File: src/rtl/errstore_pkg.sv
package errstore_pkg;
    localparam int WORD_W = 32;
    localparam int ID_W   = 2 * WORD_W;
    localparam int STAT_W = 7;
    localparam int IOA_W  = 4;
    localparam int STG_W  = WORD_W - 8;

    typedef enum logic [1:0] {
        OPC_CREATE = 2'd0,
        OPC_FETCH  = 2'd1,
        OPC_ERASE  = 2'd2,
        OPC_NOP    = 2'd3
    } opc_e;

    typedef enum logic [2:0] {
        ENG_CREATE = 3'd0,
        ENG_FETCH  = 3'd1,
        ENG_ERASE  = 3'd2,
        ENG_NEXTID = 3'd4
    } eng_op_e;

    typedef enum logic [2:0] {
        S_IDLE, S_RD_LO, S_RD_HI, S_ENG, S_WR_LO, S_WR_HI
    } seq_st_e;
endpackage

File: src/rtl/errstore_regfile.sv
module errstore_regfile
    import errstore_pkg::*;
(
    input  logic               clk,
    input  logic               rst_n,
    input  logic [IOA_W-1:0]   io_addr,
    input  logic               io_wr,
    input  logic               io_rd,
    input  logic [7:0]         io_wdata,
    output logic [7:0]         io_rdata,
    input  logic               busy,
    input  logic [STAT_W-1:0]  status,
    input  logic [WORD_W-1:0]  rec_count,
    output opc_e               op,
    output logic [WORD_W-1:0]  offset,
    output logic [WORD_W-1:0]  mbox_ptr,
    output logic               trig,
    output logic [WORD_W-1:0]  trig_val,
    output logic               walk
);
    typedef struct packed {
        opc_e              op;
        logic [WORD_W-1:0] off;
        logic [WORD_W-1:0] ptr;
        logic [STG_W-1:0]  stage;
    } regs_t;

    regs_t r_q, r_d;
    logic [1:0] bsel;

    assign bsel = io_addr[1:0];

    always_comb begin
        r_d = r_q;
        if (io_wr) begin
            if (io_addr == 4'h0)
                r_d.op = opc_e'(io_wdata[1:0]);
            if (io_addr[3:2] == 2'd1)
                r_d.off[8*bsel +: 8] = io_wdata;
            if (io_addr[3:2] == 2'd2)
                r_d.ptr[8*bsel +: 8] = io_wdata;
            if (io_addr[3:2] == 2'd3 && bsel != 2'd3)
                r_d.stage[8*bsel +: 8] = io_wdata;
        end
    end

    always_ff @(posedge clk) begin
        if (!rst_n) r_q <= '0;
        else        r_q <= r_d;
    end

    always_comb begin
        io_rdata = 8'h00;
        unique case (io_addr[3:2])
            2'd0: begin
                if (io_addr == 4'h0) io_rdata = {6'b0, r_q.op};
                if (io_addr == 4'h1) io_rdata = {busy, status};
            end
            2'd1: io_rdata = r_q.off[8*bsel +: 8];
            2'd2: io_rdata = rec_count[8*bsel +: 8];
            default: io_rdata = 8'hFF;
        endcase
    end

    assign op       = r_q.op;
    assign offset   = r_q.off;
    assign mbox_ptr = r_q.ptr;
    assign trig     = io_wr && (io_addr == 4'hF);
    assign trig_val = {io_wdata, r_q.stage};
    assign walk     = io_rd && (io_addr == 4'h2);
endmodule

File: src/rtl/errstore_seq.sv
module errstore_seq
    import errstore_pkg::*;
(
    input  logic               clk,
    input  logic               rst_n,
    input  opc_e               op,
    input  logic [WORD_W-1:0]  offset,
    input  logic [WORD_W-1:0]  mbox_ptr,
    input  logic               trig,
    input  logic [WORD_W-1:0]  trig_val,
    input  logic               walk,
    output logic               busy,
    output logic [STAT_W-1:0]  status,
    output logic               mem_req,
    output logic               mem_we,
    output logic [WORD_W-1:0]  mem_addr,
    output logic [WORD_W-1:0]  mem_wdata,
    input  logic               mem_ack,
    input  logic [WORD_W-1:0]  mem_rdata,
    output logic               eng_req,
    output logic [2:0]         eng_op,
    output logic [WORD_W-1:0]  eng_base,
    output logic [WORD_W-1:0]  eng_offset,
    output logic [ID_W-1:0]    eng_id,
    input  logic               eng_done,
    input  logic [STAT_W-1:0]  eng_status,
    input  logic [ID_W-1:0]    eng_rid
);
    typedef struct packed {
        seq_st_e           st;
        eng_op_e           kind;
        logic [WORD_W-1:0] base;
        logic [WORD_W-1:0] off;
        logic [WORD_W-1:0] ptr;
        logic [ID_W-1:0]   id;
        logic [STAT_W-1:0] stat;
    } seq_t;

    seq_t s_q, s_d;
    logic [WORD_W-1:0] ptr_hi;

    assign ptr_hi = WORD_W'(s_q.ptr + WORD_W'(4));

    always_comb begin
        s_d       = s_q;
        mem_req   = 1'b0;
        mem_we    = 1'b0;
        mem_addr  = s_q.ptr;
        mem_wdata = s_q.id[WORD_W-1:0];
        eng_req   = 1'b0;
        unique case (s_q.st)
            S_IDLE: begin
                if (trig && op != OPC_NOP) begin
                    s_d.off = offset;
                    s_d.ptr = mbox_ptr;
                    unique case (op)
                        OPC_CREATE: begin
                            s_d.kind = ENG_CREATE;
                            s_d.base = trig_val;
                            s_d.st   = S_ENG;
                        end
                        OPC_FETCH: begin
                            s_d.kind = ENG_FETCH;
                            s_d.base = trig_val;
                            s_d.st   = S_RD_LO;
                        end
                        default: begin
                            s_d.kind = ENG_ERASE;
                            s_d.base = '0;
                            s_d.st   = S_RD_LO;
                        end
                    endcase
                end else if (walk) begin
                    s_d.off  = offset;
                    s_d.ptr  = mbox_ptr;
                    s_d.kind = ENG_NEXTID;
                    s_d.base = '0;
                    s_d.st   = S_RD_LO;
                end
            end
            S_RD_LO: begin
                mem_req = 1'b1;
                if (mem_ack) begin
                    s_d.id[WORD_W-1:0] = mem_rdata;
                    s_d.st = S_RD_HI;
                end
            end
            S_RD_HI: begin
                mem_req  = 1'b1;
                mem_addr = ptr_hi;
                if (mem_ack) begin
                    s_d.id[ID_W-1:WORD_W] = mem_rdata;
                    s_d.st = S_ENG;
                end
            end
            S_ENG: begin
                eng_req = 1'b1;
                if (eng_done) begin
                    s_d.stat = eng_status;
                    if (s_q.kind == ENG_NEXTID) begin
                        s_d.id = eng_rid;
                        s_d.st = S_WR_LO;
                    end else begin
                        s_d.st = S_IDLE;
                    end
                end
            end
            S_WR_LO: begin
                mem_req = 1'b1;
                mem_we  = 1'b1;
                if (mem_ack) s_d.st = S_WR_HI;
            end
            default: begin
                mem_req   = 1'b1;
                mem_we    = 1'b1;
                mem_addr  = ptr_hi;
                mem_wdata = s_q.id[ID_W-1:WORD_W];
                if (mem_ack) s_d.st = S_IDLE;
            end
        endcase
    end

    always_ff @(posedge clk) begin
        if (!rst_n) begin
            s_q      <= '0;
            s_q.st   <= S_IDLE;
            s_q.kind <= ENG_CREATE;
        end else begin
            s_q <= s_d;
        end
    end

    assign busy       = (s_q.st != S_IDLE);
    assign status     = s_q.stat;
    assign eng_op     = s_q.kind;
    assign eng_base   = s_q.base;
    assign eng_offset = s_q.off;
    assign eng_id     = s_q.id;
endmodule

File: src/rtl/errstore_regfront.sv
module errstore_regfront
    import errstore_pkg::*;
(
    input  logic               clk,
    input  logic               rst_n,
    input  logic [IOA_W-1:0]   io_addr,
    input  logic               io_wr,
    input  logic               io_rd,
    input  logic [7:0]         io_wdata,
    output logic [7:0]         io_rdata,
    output logic               mem_req,
    output logic               mem_we,
    output logic [WORD_W-1:0]  mem_addr,
    output logic [WORD_W-1:0]  mem_wdata,
    input  logic               mem_ack,
    input  logic [WORD_W-1:0]  mem_rdata,
    output logic               eng_req,
    output logic [2:0]         eng_op,
    output logic [WORD_W-1:0]  eng_base,
    output logic [WORD_W-1:0]  eng_offset,
    output logic [ID_W-1:0]    eng_id,
    input  logic               eng_done,
    input  logic [STAT_W-1:0]  eng_status,
    input  logic [ID_W-1:0]    eng_rid,
    input  logic [WORD_W-1:0]  rec_count
);
    opc_e              op_w;
    logic [WORD_W-1:0] offset_w;
    logic [WORD_W-1:0] ptr_w;
    logic [WORD_W-1:0] trig_val_w;
    logic              trig_w;
    logic              walk_w;
    logic              busy_w;
    logic [STAT_W-1:0] status_w;

    errstore_regfile u_regs (
        .clk       (clk),
        .rst_n     (rst_n),
        .io_addr   (io_addr),
        .io_wr     (io_wr),
        .io_rd     (io_rd),
        .io_wdata  (io_wdata),
        .io_rdata  (io_rdata),
        .busy      (busy_w),
        .status    (status_w),
        .rec_count (rec_count),
        .op        (op_w),
        .offset    (offset_w),
        .mbox_ptr  (ptr_w),
        .trig      (trig_w),
        .trig_val  (trig_val_w),
        .walk      (walk_w)
    );

    errstore_seq u_seq (
        .clk        (clk),
        .rst_n      (rst_n),
        .op         (op_w),
        .offset     (offset_w),
        .mbox_ptr   (ptr_w),
        .trig       (trig_w),
        .trig_val   (trig_val_w),
        .walk       (walk_w),
        .busy       (busy_w),
        .status     (status_w),
        .mem_req    (mem_req),
        .mem_we     (mem_we),
        .mem_addr   (mem_addr),
        .mem_wdata  (mem_wdata),
        .mem_ack    (mem_ack),
        .mem_rdata  (mem_rdata),
        .eng_req    (eng_req),
        .eng_op     (eng_op),
        .eng_base   (eng_base),
        .eng_offset (eng_offset),
        .eng_id     (eng_id),
        .eng_done   (eng_done),
        .eng_status (eng_status),
        .eng_rid    (eng_rid)
    );
endmodule

File: config.mk
export PLATFORM = sky130hd
export DESIGN_NAME = errstore_regfront
export DESIGN_NICKNAME = d
export VERILOG_FILES = /design/src/rtl/errstore_pkg.sv /design/src/rtl/errstore_regfile.sv /design/src/rtl/errstore_seq.sv /design/src/rtl/errstore_regfront.sv
export SDC_FILE = /design/constraint.sdc
export NUM_CORES = 1
export LEC_CHECK = 0
export ABC_CLOCK_PERIOD_IN_PS = 7800
export BUFFER_PORTS_ARGS = -buffer_cell sky130_fd_sc_hd__buf_2
export CAP_MARGIN = 10
export CORE_ASPECT_RATIO = 2
export CORE_MARGIN = 5
export CORE_UTILIZATION = 50
export CTS_CLUSTER_DIAMETER = 150
export DETAILED_ROUTE_END_ITERATION = 8
export GPL_ROUTABILITY_DRIVEN = 0
export MAX_ROUTING_LAYER = met4
export PLACE_DENSITY = 0.77
export SLEW_MARGIN = 20
export SYNTH_ARGS = -nofsm -noshare
export SYNTH_HDL_FRONTEND = slang
export SYNTH_HIERARCHICAL = 1
export SYNTH_SLANG_ARGS = --single-unit
File: constraint.sdc
create_clock -name clk -period 7.8 [get_ports clk]
set_clock_uncertainty 0.15 [all_clocks]
set_input_delay 2.34 -clock clk [delete_from_list [all_inputs] [get_ports clk]]
set_output_delay 2.34 -clock clk [all_outputs]
set_load 0.01 [all_outputs]
==> results by group, run 1 <==
CTS
  – CTS buffer count: 23
  – Postcts setup bufs: 0
  – Cts hold-fix bufs: 0
  – Post-CTS sizing: 0
  – Htree depth: 1
  – CTS tree: yes
  – Root Driver: clkbuf_16
  – Worst-case clock buffer depth: 3
  – Clock Latency Late Sink: 0.52 ns
  – Clk sinks: 263
  – Reg clk slew, reported paths: about 0.07 ns

Synthesis
  – Post-synth EDFFs: 0
  – Dominant synthesized flop cell: dfxtp_1
  – Syn_nets: between 1500 and 2000
  – Synth cell types: 58
  – Syn Std Cell Area: 13600 sq um
  – Synthesized flop and latch total: between 200 and 300
  – Mapped Avg Cell Area: 8.17 sq um
  – YS warnings: 6
  – Fraction of registers with async set/reset: 0
  – Post-Syn Instances: between 1500 and 2000
  – Synth top area cells: dfxtp_1 39%, buf_4 8.5%, nand2_1 7.8%
  – Top cell type's share of synthesized area: 0.388
  – Sequential cell area fraction in the yosys report: 0.388
  – Biggest area consumer among synthesized cells: dfxtp_1

Critical path
  – Crit-path max cell delay: 0.65 ns
  – Critical Path AT: 4.44 ns
  – Crit path max fanout: 17
  – Critical path launch point type: input port
  – Largest delay share family, worst path: buffers and inverters
  – Crit Path Category: in -> out
  – Crit path max-delay cell type: ha_1
  – Cell chain of the critical path: buf_2 > inv_1 > ha_1 > buf_4 > mux2_2 > o21ai_0 > o21ai_0 > buf_2
  – Buffers and inverters on the worst path: 4
  – Worst EP required: ~5.3 ns
  – Crit end category: primary output

Global route
  – Grt ovf: 0
  – Initial antenna violation count: 2
  – Largest net degree at the start of global routing: 110
  – Vias in the first global route: around 12000
  – First-pass GRT wire length: 67000 um
  – Total track usage: 0.279

STA
  – Post-layout min period: 6.93 ns
  – Hold slack final: 0.300 ns
  – Final hold violations: 0
  – Final setup viols: 0
  – Pins Over Slew Limit: 0
  – Worst-Margin Slew: 1.03 ns
  – Post-route setup slack: 0.872 ns
  – Setup tns final: 0 ns
  – RSZ-0062 raised after global routing: false
  – Crit share post-route: 0.888
  – Headroom to the max-slew limit: 0.313
  – Peak Freq: around 0.14 GHz

Layout
  – Cell area after layout: roughly 15000 sq um
  – Core Util, Final: 0.561
  – Area of the multi-input gates: 6570 sq um
  – Fill count: 2450
  – Fraction of layout cells with a size suffix above 1: 0.273
  – Non-Filler Instances: between 2000 and 2500
  – Most common cell after layout, fill and taps aside: buf_2
  – Area growth syn-to-layout: 11.2%
  – Sequential standard cell area: 5270 sq um
  – NumNets Final: between 1500 and 2000
  – Most frequent cells in the layout: 357 x buf_2, 282 x nand2_1, 263 x dfxtp_1

Pwr
  – Power Internal: 2.20 mW
  – Switch share: 0.243
  – Total Power: 2.90 mW
  – Clock power share: 0.424
  – Comb pwr share: 0.101
  – Leak Pwr: 6.97 nW
  – Maximum VDD drop: 164 uV
  – PD cells: 192 nW/um^2
  – Switching pwr: 707 uW
  – Seq pwr share: 0.475

Floorplanning
  – Core Footprint: 26900 sq um
  – Std-Cell Rows: 85
  – Die height: approximately 240 um
  – Starting Density: 0.505
  – I/O Pins: 359
  – Die Wd: 127 um
  – Die footprint: ~31000 sq um

Min path
  – Hold Crit Class: reg -> reg

Detailed routing
  – Via Count: about 12000
  – Drt initial violations: about 860
  – Drt pass-1 iters: 5
  – Routed WL per cell: 20.6 um
  – Avg Vias per Cell: 5.76
  – Post-DRT Antenna Nets: 0
  – Routed WL: 44000 um
  – DRC viols: 0

Job
  – Number of max-cap violations: 0

Status
  – Run status: finished, final reports clean

Place
  – Hpwl dp: 32200 um
  – Setup WS pre-CTS: between 0.9 and 1 ns
  – Area post-placement: 14200 sq um
  – PortBufs: about 360
  – Placed cell count: 2096
state kept, by name, summed over array words and instances (netlist names):
signal            flops
u_seq/eng_base       32
u_seq/eng_offset     32
u_seq/status          7
u_regs/op             2
u_seq/eng_id         64
u_regs/mbox_ptr      32
u_seq/eng_op          3
u_regs/trig_val      24
u_regs/offset        32
u_seq/s_q            35
kinds of logic after synthesis:
logic type	share of synthesized area
fa+ha+maj	0.0111
simple gates	0.191
compound gates	0.203
buf+inv	0.131
mux	0.0576
flops	0.388
xor+xnor	0.0187
cell usage after synthesis (7+ instances only):
| cell type | number |
|---|---|
| mux4_2 | 8 |
| o211a_1 | 64 |
| a21oi_1 | 179 |
| o21ai_0 | 79 |
| and3_1 | 14 |
| a21boi_0 | 82 |
| nand3_1 | 139 |
| dfxtp_1 | 263 |
| clkbuf_1 | 85 |
| nand4_1 | 14 |
| buf_4 | 154 |
| ha_1 | 12 |
| buf_2 | 37 |
| a21boi_1 | 7 |
| xnor2_1 | 26 |
| nor2_1 | 73 |
| mux2_2 | 47 |
| nand2_1 | 282 |
| inv_1 | 11 |
power groups by stage:
stage	logic, mW	clock network [mW]	registers, mW
after floorplan	0.197	0	1.40
after global placement	0.285	0	1.41
after detailed placement	0.288	0	1.41
after CTS	0.288	1.26	1.38
after global routing	0.312	1.31	1.38
final	0.293	1.23	1.38
worst register-to-register path, stage by stage, from the launching register on:
cell     delay (ns)
dfxtp_1        0.76
and4b_2        0.87
buf_4          0.49
a21oi_1        0.24
o21ai_0        0.12
o211a_1        0.16
per-layer routing:
layer / GRT usage / vias to the layer above / wire (um)
met3: 0.0370 / 129 / 3420
met4: 0.142 / 0 / 2430
met5: - / - / 0
met2: 0.515 / 676 / 23500
li1: - / 5784 / -
met1: 0.284 / 5726 / 14700
cell type report:
type	instances	area share
Multi-Input combinational cell	1100	0.435
Sequential cell	263	0.349
Timing Repair Buffer	374	0.129
Clock buffer	34	0.0468
Tap cell	348	0.0289
Clock inverter	7	0.00754
Inverter	12	0.00307
Antenna cell	1	0.000166
path summary, 6_finish.rpt:
kind / startpoint / to / slack (ns) / cells after the start
min: u_seq/eng_base[20] / u_seq/eng_base[20] / 0.30 / 2
max reg2reg: u_seq/s_q[170] / u_seq/eng_id[35] / 4.95 / 5
min reg2reg: u_seq/eng_base[20] / u_seq/eng_base[20] / 0.30 / 2
max: io_addr[2] / io_rdata[5] / 0.87 / 8
Note: power is estimated with default switching activity, not from simulation.
==> run 2: changes to the inputs <==
- BUFFER_PORTS_ARGS: -buffer_cell sky130_fd_sc_hd__buf_2 -> default
- DONT_BUFFER_PORTS: default -> 1
- PLACE_DENSITY: 0.77 -> default
- PLACE_DENSITY_LB_ADDON: default -> 0.25
==> results by group, run 2 (synthesis results as in run 1) <==
Critical path
  – Worst EP required: 5.31 ns
  – Crit end category: primary output
  – R2r startpoint: u_seq/s_q[170]
  – R2R cell count: 5
  – Critical Path AT: 4.26 ns
  – Critical path launch point type: input port
  – Cell chain of the critical path: inv_1 > ha_1 > buf_4 > mux2_2 > o22ai_1 > o21ai_0
  – Crit-path max cell delay: 0.68 ns
  – Crit path max fanout: 18
  – Worst R2R Setup Slack: 5.08 ns
  – Crit Path Category: in -> out
  – Reg-to-reg endpoint: u_seq/eng_id[12]
  – Crit path max-delay cell type: ha_1

CTS
  – Post-CTS sizing: 0
  – Clock Latency Late Sink: roughly 0.53 ns
  – Worst-case clock buffer depth: 3
  – Cts hold-fix bufs: 0
  – Root Driver: clkbuf_16
  – Reg clk slew, reported paths: about 0.070 ns
  – CTS tree: yes
  – Clk sinks: roughly 260
  – Htree depth: 1
  – Postcts setup bufs: 0
  – CTS buffer count: 25

Global route
  – First-pass GRT wire length: between 60000 and 70000 um
  – Vias in the first global route: around 10000
  – Total track usage: 0.254
  – Largest net degree at the start of global routing: between 150 and 200
  – Grt ovf: 0
  – Initial antenna violation count: 2

Detailed routing
  – Post-DRT Antenna Nets: 0
  – Via Count: around 11000
  – Drt initial violations: 736
  – Routed WL: 40600 um
  – Drt pass-1 iters: 5
  – Avg Vias per Cell: between 6 and 7
  – DRC viols: 0
  – Routed WL per cell: 22.8 um

Min path
  – Hold Crit Depth: 2
  – Hold_sp: u_regs/mbox_ptr[5]
  – Hold Path End: u_seq/s_q[76]
  – Hold Crit Class: reg -> reg

STA
  – Setup tns final: 0 ns
  – Worst-Margin Slew: between 1 and 1.5 ns
  – Pins Over Slew Limit: 0
  – Hold slack final: roughly 0.30 ns
  – RSZ-0062 raised after global routing: false
  – Crit share post-route: 0.866
  – Post-layout min period: between 6 and 7 ns
  – Peak Freq: 0.148 GHz
  – Final hold violations: 0
  – Headroom to the max-slew limit: 0.216
  – Final setup viols: 0

Place
  – Hpwl dp: 29100 um
  – Area post-placement: about 12000 sq um
  – PortBufs: 0
  – Placed cell count: 1736

Pwr
  – PD cells: 216 nW/um^2
  – Leak Pwr: between 5 and 6 nW
  – Maximum VDD drop: around 170 uV

Floorplanning
  – Die height: between 200 and 250 um
  – Die Wd: 127 um
  – Die footprint: around 31000 sq um
  – I/O Pins: around 360
  – Std-Cell Rows: 85
  – Starting Density: 0.505
  – Core Footprint: 26900 sq um

Layout
  – Core Util, Final: 0.496
  – Area growth syn-to-layout: -1.60%
  – Most common cell after layout, fill and taps aside: nand2_1
  – Most frequent cells in the layout: 282 x nand2_1, 263 x dfxtp_1, 177 x a21oi_1
  – Fraction of layout cells with a size suffix above 1: 0.0893
  – Cell area after layout: approximately 13000 sq um
  – Non-Filler Instances: 1783
  – NumNets Final: 1582
  – Fill count: 2622
  – Max FFs per register: 64

Job
  – Number of max-cap violations: 0

Status
  – Run status: finished, final reports clean
run 2: changes by cell type in the layout (fill, tap and decap cells not counted), moves of 2 or more:
cell and change:
clkbuf_8 -5, clkbuf_16 +2, clkbuf_1 +3, buf_2 -357
bufinv_16 +2
run 2: metal layers:
layer / up-vias / track usage / share of wire / wire length, um
li1: 5073 / - / - / -
met1: 5077 / 0.264 / 0.35 / 14300
met2: 471 / 0.462 / 0.53 / 21700
met3: 89 / 0.0513 / 0.078 / 3150
met4: 0 / 0.101 / 0.038 / 1540
met5: - / - / 0 / 0
run 2: worst max-delay path: cells and delay by family:
family / cells / cell delay, ns
AO/OA/AOI/OAI: 2 / 0.46
adder cells (fa/ha/maj): 1 / 0.68
buffers and inverters: 2 / 0.42
multiplexers: 1 / 0.36
run 2: final cells by class:
class / count / area, sq um / share of cell area
diodes: 2 / 5.00 / 0.000375
clock buffers: 34 / 699 / 0.0524
clock inverters: 9 / 170 / 0.0127
inverters: 12 / 46.3 / 0.00347
multi-input cells: 1100 / 6580 / 0.493
flip-flops and latches: 263 / 5270 / 0.394
well taps: 348 / 435 / 0.0326
repair buffers: 15 / 153 / 0.0114
run 2: worst max-delay path by stage:
| stage | from | to | slack, ns | cells past startpoint |
|---|---|---|---|---|
| finish | io_addr[2] | io_rdata[2] | 1.05 | 6 |
| global route | io_addr[2] | io_rdata[2] | 1.02 | 6 |
| CTS | io_addr[2] | io_rdata[2] | 1.11 | 6 |
| detailed placement | io_addr[2] | io_rdata[2] | 1.10 | 6 |
| global placement | io_addr[2] | io_rdata[2] | 1.21 | 6 |
| floorplan | io_addr[2] | io_rdata[2] | 1.71 | 7 |
run 2: power by group:
part / switching (mW) / total [mW] / internal, mW
clock network: 0.512 / 1.30 / 0.790
registers: 0.0298 / 1.39 / 1.36
logic: 0.120 / 0.187 / 0.0670
total: 0.662 / 2.88 / 2.22
run 2: metrics by stage:
step	total power, mW	worst slack (ns)
after floorplan	1.60	1.71
after CTS	2.91	1.11
final	2.88	1.05
after global placement	1.60	1.21
after global routing	2.98	1.02
after detailed placement	1.60	1.10
==> run 3: changes to the inputs <==
- ABC_CLOCK_PERIOD_IN_PS: 7800 -> 8150
- SKIP_LAST_GASP: default -> 1
- clock period: 7.8 -> 8.15 ns (I/O delays scaled with it)
==> results by group, run 3 (synthesis results as in run 1) <==
Critical path
  – Crit-path max cell delay: 0.73 ns
  – Crit end category: primary output
  – Reg-to-reg endpoint: u_seq/eng_base[2]
  – Crit Path Category: in -> out
  – R2r startpoint: u_regs/op[0]
  – Crit path top cell by count: o21ai_0
  – Worst EP required: between 5 and 6 ns
  – Worst R2R Setup Slack: between 5 and 6 ns
  – R2R cell count: 5
  – Cell chain of the critical path: inv_1 > ha_1 > buf_4 > mux2_2 > o21ai_0 > o21ai_0
  – Largest delay share family, worst path: adder cells
  – Crit path max-delay cell type: ha_1
  – CP Depth: 6
  – Critical Path AT: 4.34 ns
  – Buffers and inverters on the worst path: 2
  – Critical path launch point type: input port
  – Crit path max fanout: 18

Place
  – PortBufs: 0
  – Hpwl dp: 28800 um
  – Setup WS pre-CTS: 1.26 ns

Layout
  – Area growth syn-to-layout: -2.41%
  – Max FFs per register: 64
  – Most common cell after layout, fill and taps aside: nand2_1
  – NumNets Final: around 1600
  – Fraction of layout cells with a size suffix above 1: 0.0874
  – Most frequent cells in the layout: 282 x nand2_1, 263 x dfxtp_1, 177 x a21oi_1

Global route
  – Grt ovf: 0
  – Vias in the first global route: ~10000
  – Initial antenna violation count: 2
  – Total track usage: 0.254
  – Largest net degree at the start of global routing: 156
  – First-pass GRT wire length: 61100 um

Detailed routing
  – DRC viols: 0
  – Avg Vias per Cell: 5.97
  – Drt initial violations: 820
  – Post-DRT Antenna Nets: 0
  – Routed WL: between 40000 and 50000 um
  – Via Count: ~11000
  – Routed WL per cell: 22.7 um
  – Drt pass-1 iters: 6

Floorplanning
  – I/O Pins: roughly 360
  – Core Footprint: 26900 sq um
  – Starting Density: 0.505
  – Die height: 243 um
  – Die Wd: ~130 um
  – Std-Cell Rows: 85
  – Die footprint: 30700 sq um

Min path
  – Hold Crit Depth: 2
  – Hold Path End: u_seq/s_q[97]
  – Hold Crit Class: reg -> reg
  – Hold_sp: u_regs/mbox_ptr[26]

CTS
  – CTS buffer count: 24
  – Reg clk slew, reported paths: 0.07 ns
  – Worst-case clock buffer depth: 3
  – Post-CTS sizing: 0
  – Htree depth: 1
  – Clk sinks: approximately 260
  – Clock Latency Late Sink: between 0.5 and 0.6 ns
  – Root Driver: clkbuf_16
  – Postcts setup bufs: 0
  – CTS tree: yes
  – Cts hold-fix bufs: 0

STA
  – Post-route setup slack: roughly 1.2 ns
  – Worst-Margin Slew: 1.15 ns
  – RSZ-0062 raised after global routing: false
  – Final hold violations: 0
  – Post-layout min period: just under 7 ns
  – Headroom to the max-slew limit: 0.230
  – Final setup viols: 0
  – Setup tns final: 0 ns
  – Peak Freq: 0.144 GHz
  – Crit share post-route: 0.851
  – Pins Over Slew Limit: 0

Pwr
  – Total Power: 2.66 mW
  – Leak Pwr: around 5.2 nW
  – Maximum VDD drop: 161 uV
  – PD cells: 200 nW/um^2

Status
  – Run status: finished, final reports clean

Job
  – Number of max-cap violations: 0
run 3: changes by cell type in the layout (fill, tap and decap cells not counted):
cell and change:
inv_6 +1, clkinv_2 +1, bufinv_16 -3, clkbuf_8 -1, clkinv_8 +1, buf_16 -1, buf_4 -1
run 3: per-layer routing:
metal / up-vias / GRT usage / part of all wire
li1: 5069 / - / -
met1: 5028 / 0.265 / 0.35
met2: 454 / 0.463 / 0.54
met3: 80 / 0.0513 / 0.079
met4: 0 / 0.0973 / 0.034
met5: - / - / 0
run 3: per-stage QoR:
| stage | instances | utilization | instance area [sq um] | hold slack [ns] |
|---|---|---|---|---|
| after floorplan | 1661 | - | 13600 | 0.282 |
| final | 1780 | 0.492 | 13200 | 0.307 |
| after global routing | 1780 | 0.492 | 13200 | 0.324 |
| after detailed placement | 1735 | 0.462 | 12400 | 0.295 |
| after global placement | 1735 | 0.462 | 12400 | 0.290 |
| after CTS | 1777 | 0.491 | 13200 | 0.304 |
run 3: cell type report:
class	count	area [sq um]
Antenna cell	2	5.00
Timing Repair Buffer	13	118
Sequential cell	263	5270
Multi-Input combinational cell	1100	6580
Tap cell	348	435
Inverter	12	46.3
Clock inverter	9	110
Fill cell	2617	13700
Clock buffer	33	686
run 3: power breakdown:
| part | switching, mW | internal (mW) | leakage (nW) |
|---|---|---|---|
| clock network | 0.493 | 0.655 | 0.395 |
| registers | 0.0283 | 1.30 | 2.12 |
| logic | 0.114 | 0.0639 | 2.69 |
| total | 0.635 | 2.02 | 5.21 |
run 3: worst max path at each step:
stage          startpoint          end  slack (ns)
2_1_floorplan  io_addr[2]  io_rdata[2]        1.85
3_3_place_gp   io_addr[2]  io_rdata[2]        1.32
3_5_place_dp   io_addr[2]  io_rdata[3]        1.26
4_1_cts        io_addr[2]  io_rdata[3]        1.25
5_1_grt        io_addr[2]  io_rdata[4]        1.12
6_report       io_addr[2]  io_rdata[3]        1.21
run 3: tightest hold or removal path: stages, from the launching register on:
cell     delay [ns]
dfxtp_1        0.31
nand2_1        0.05
a21oi_1        0.05
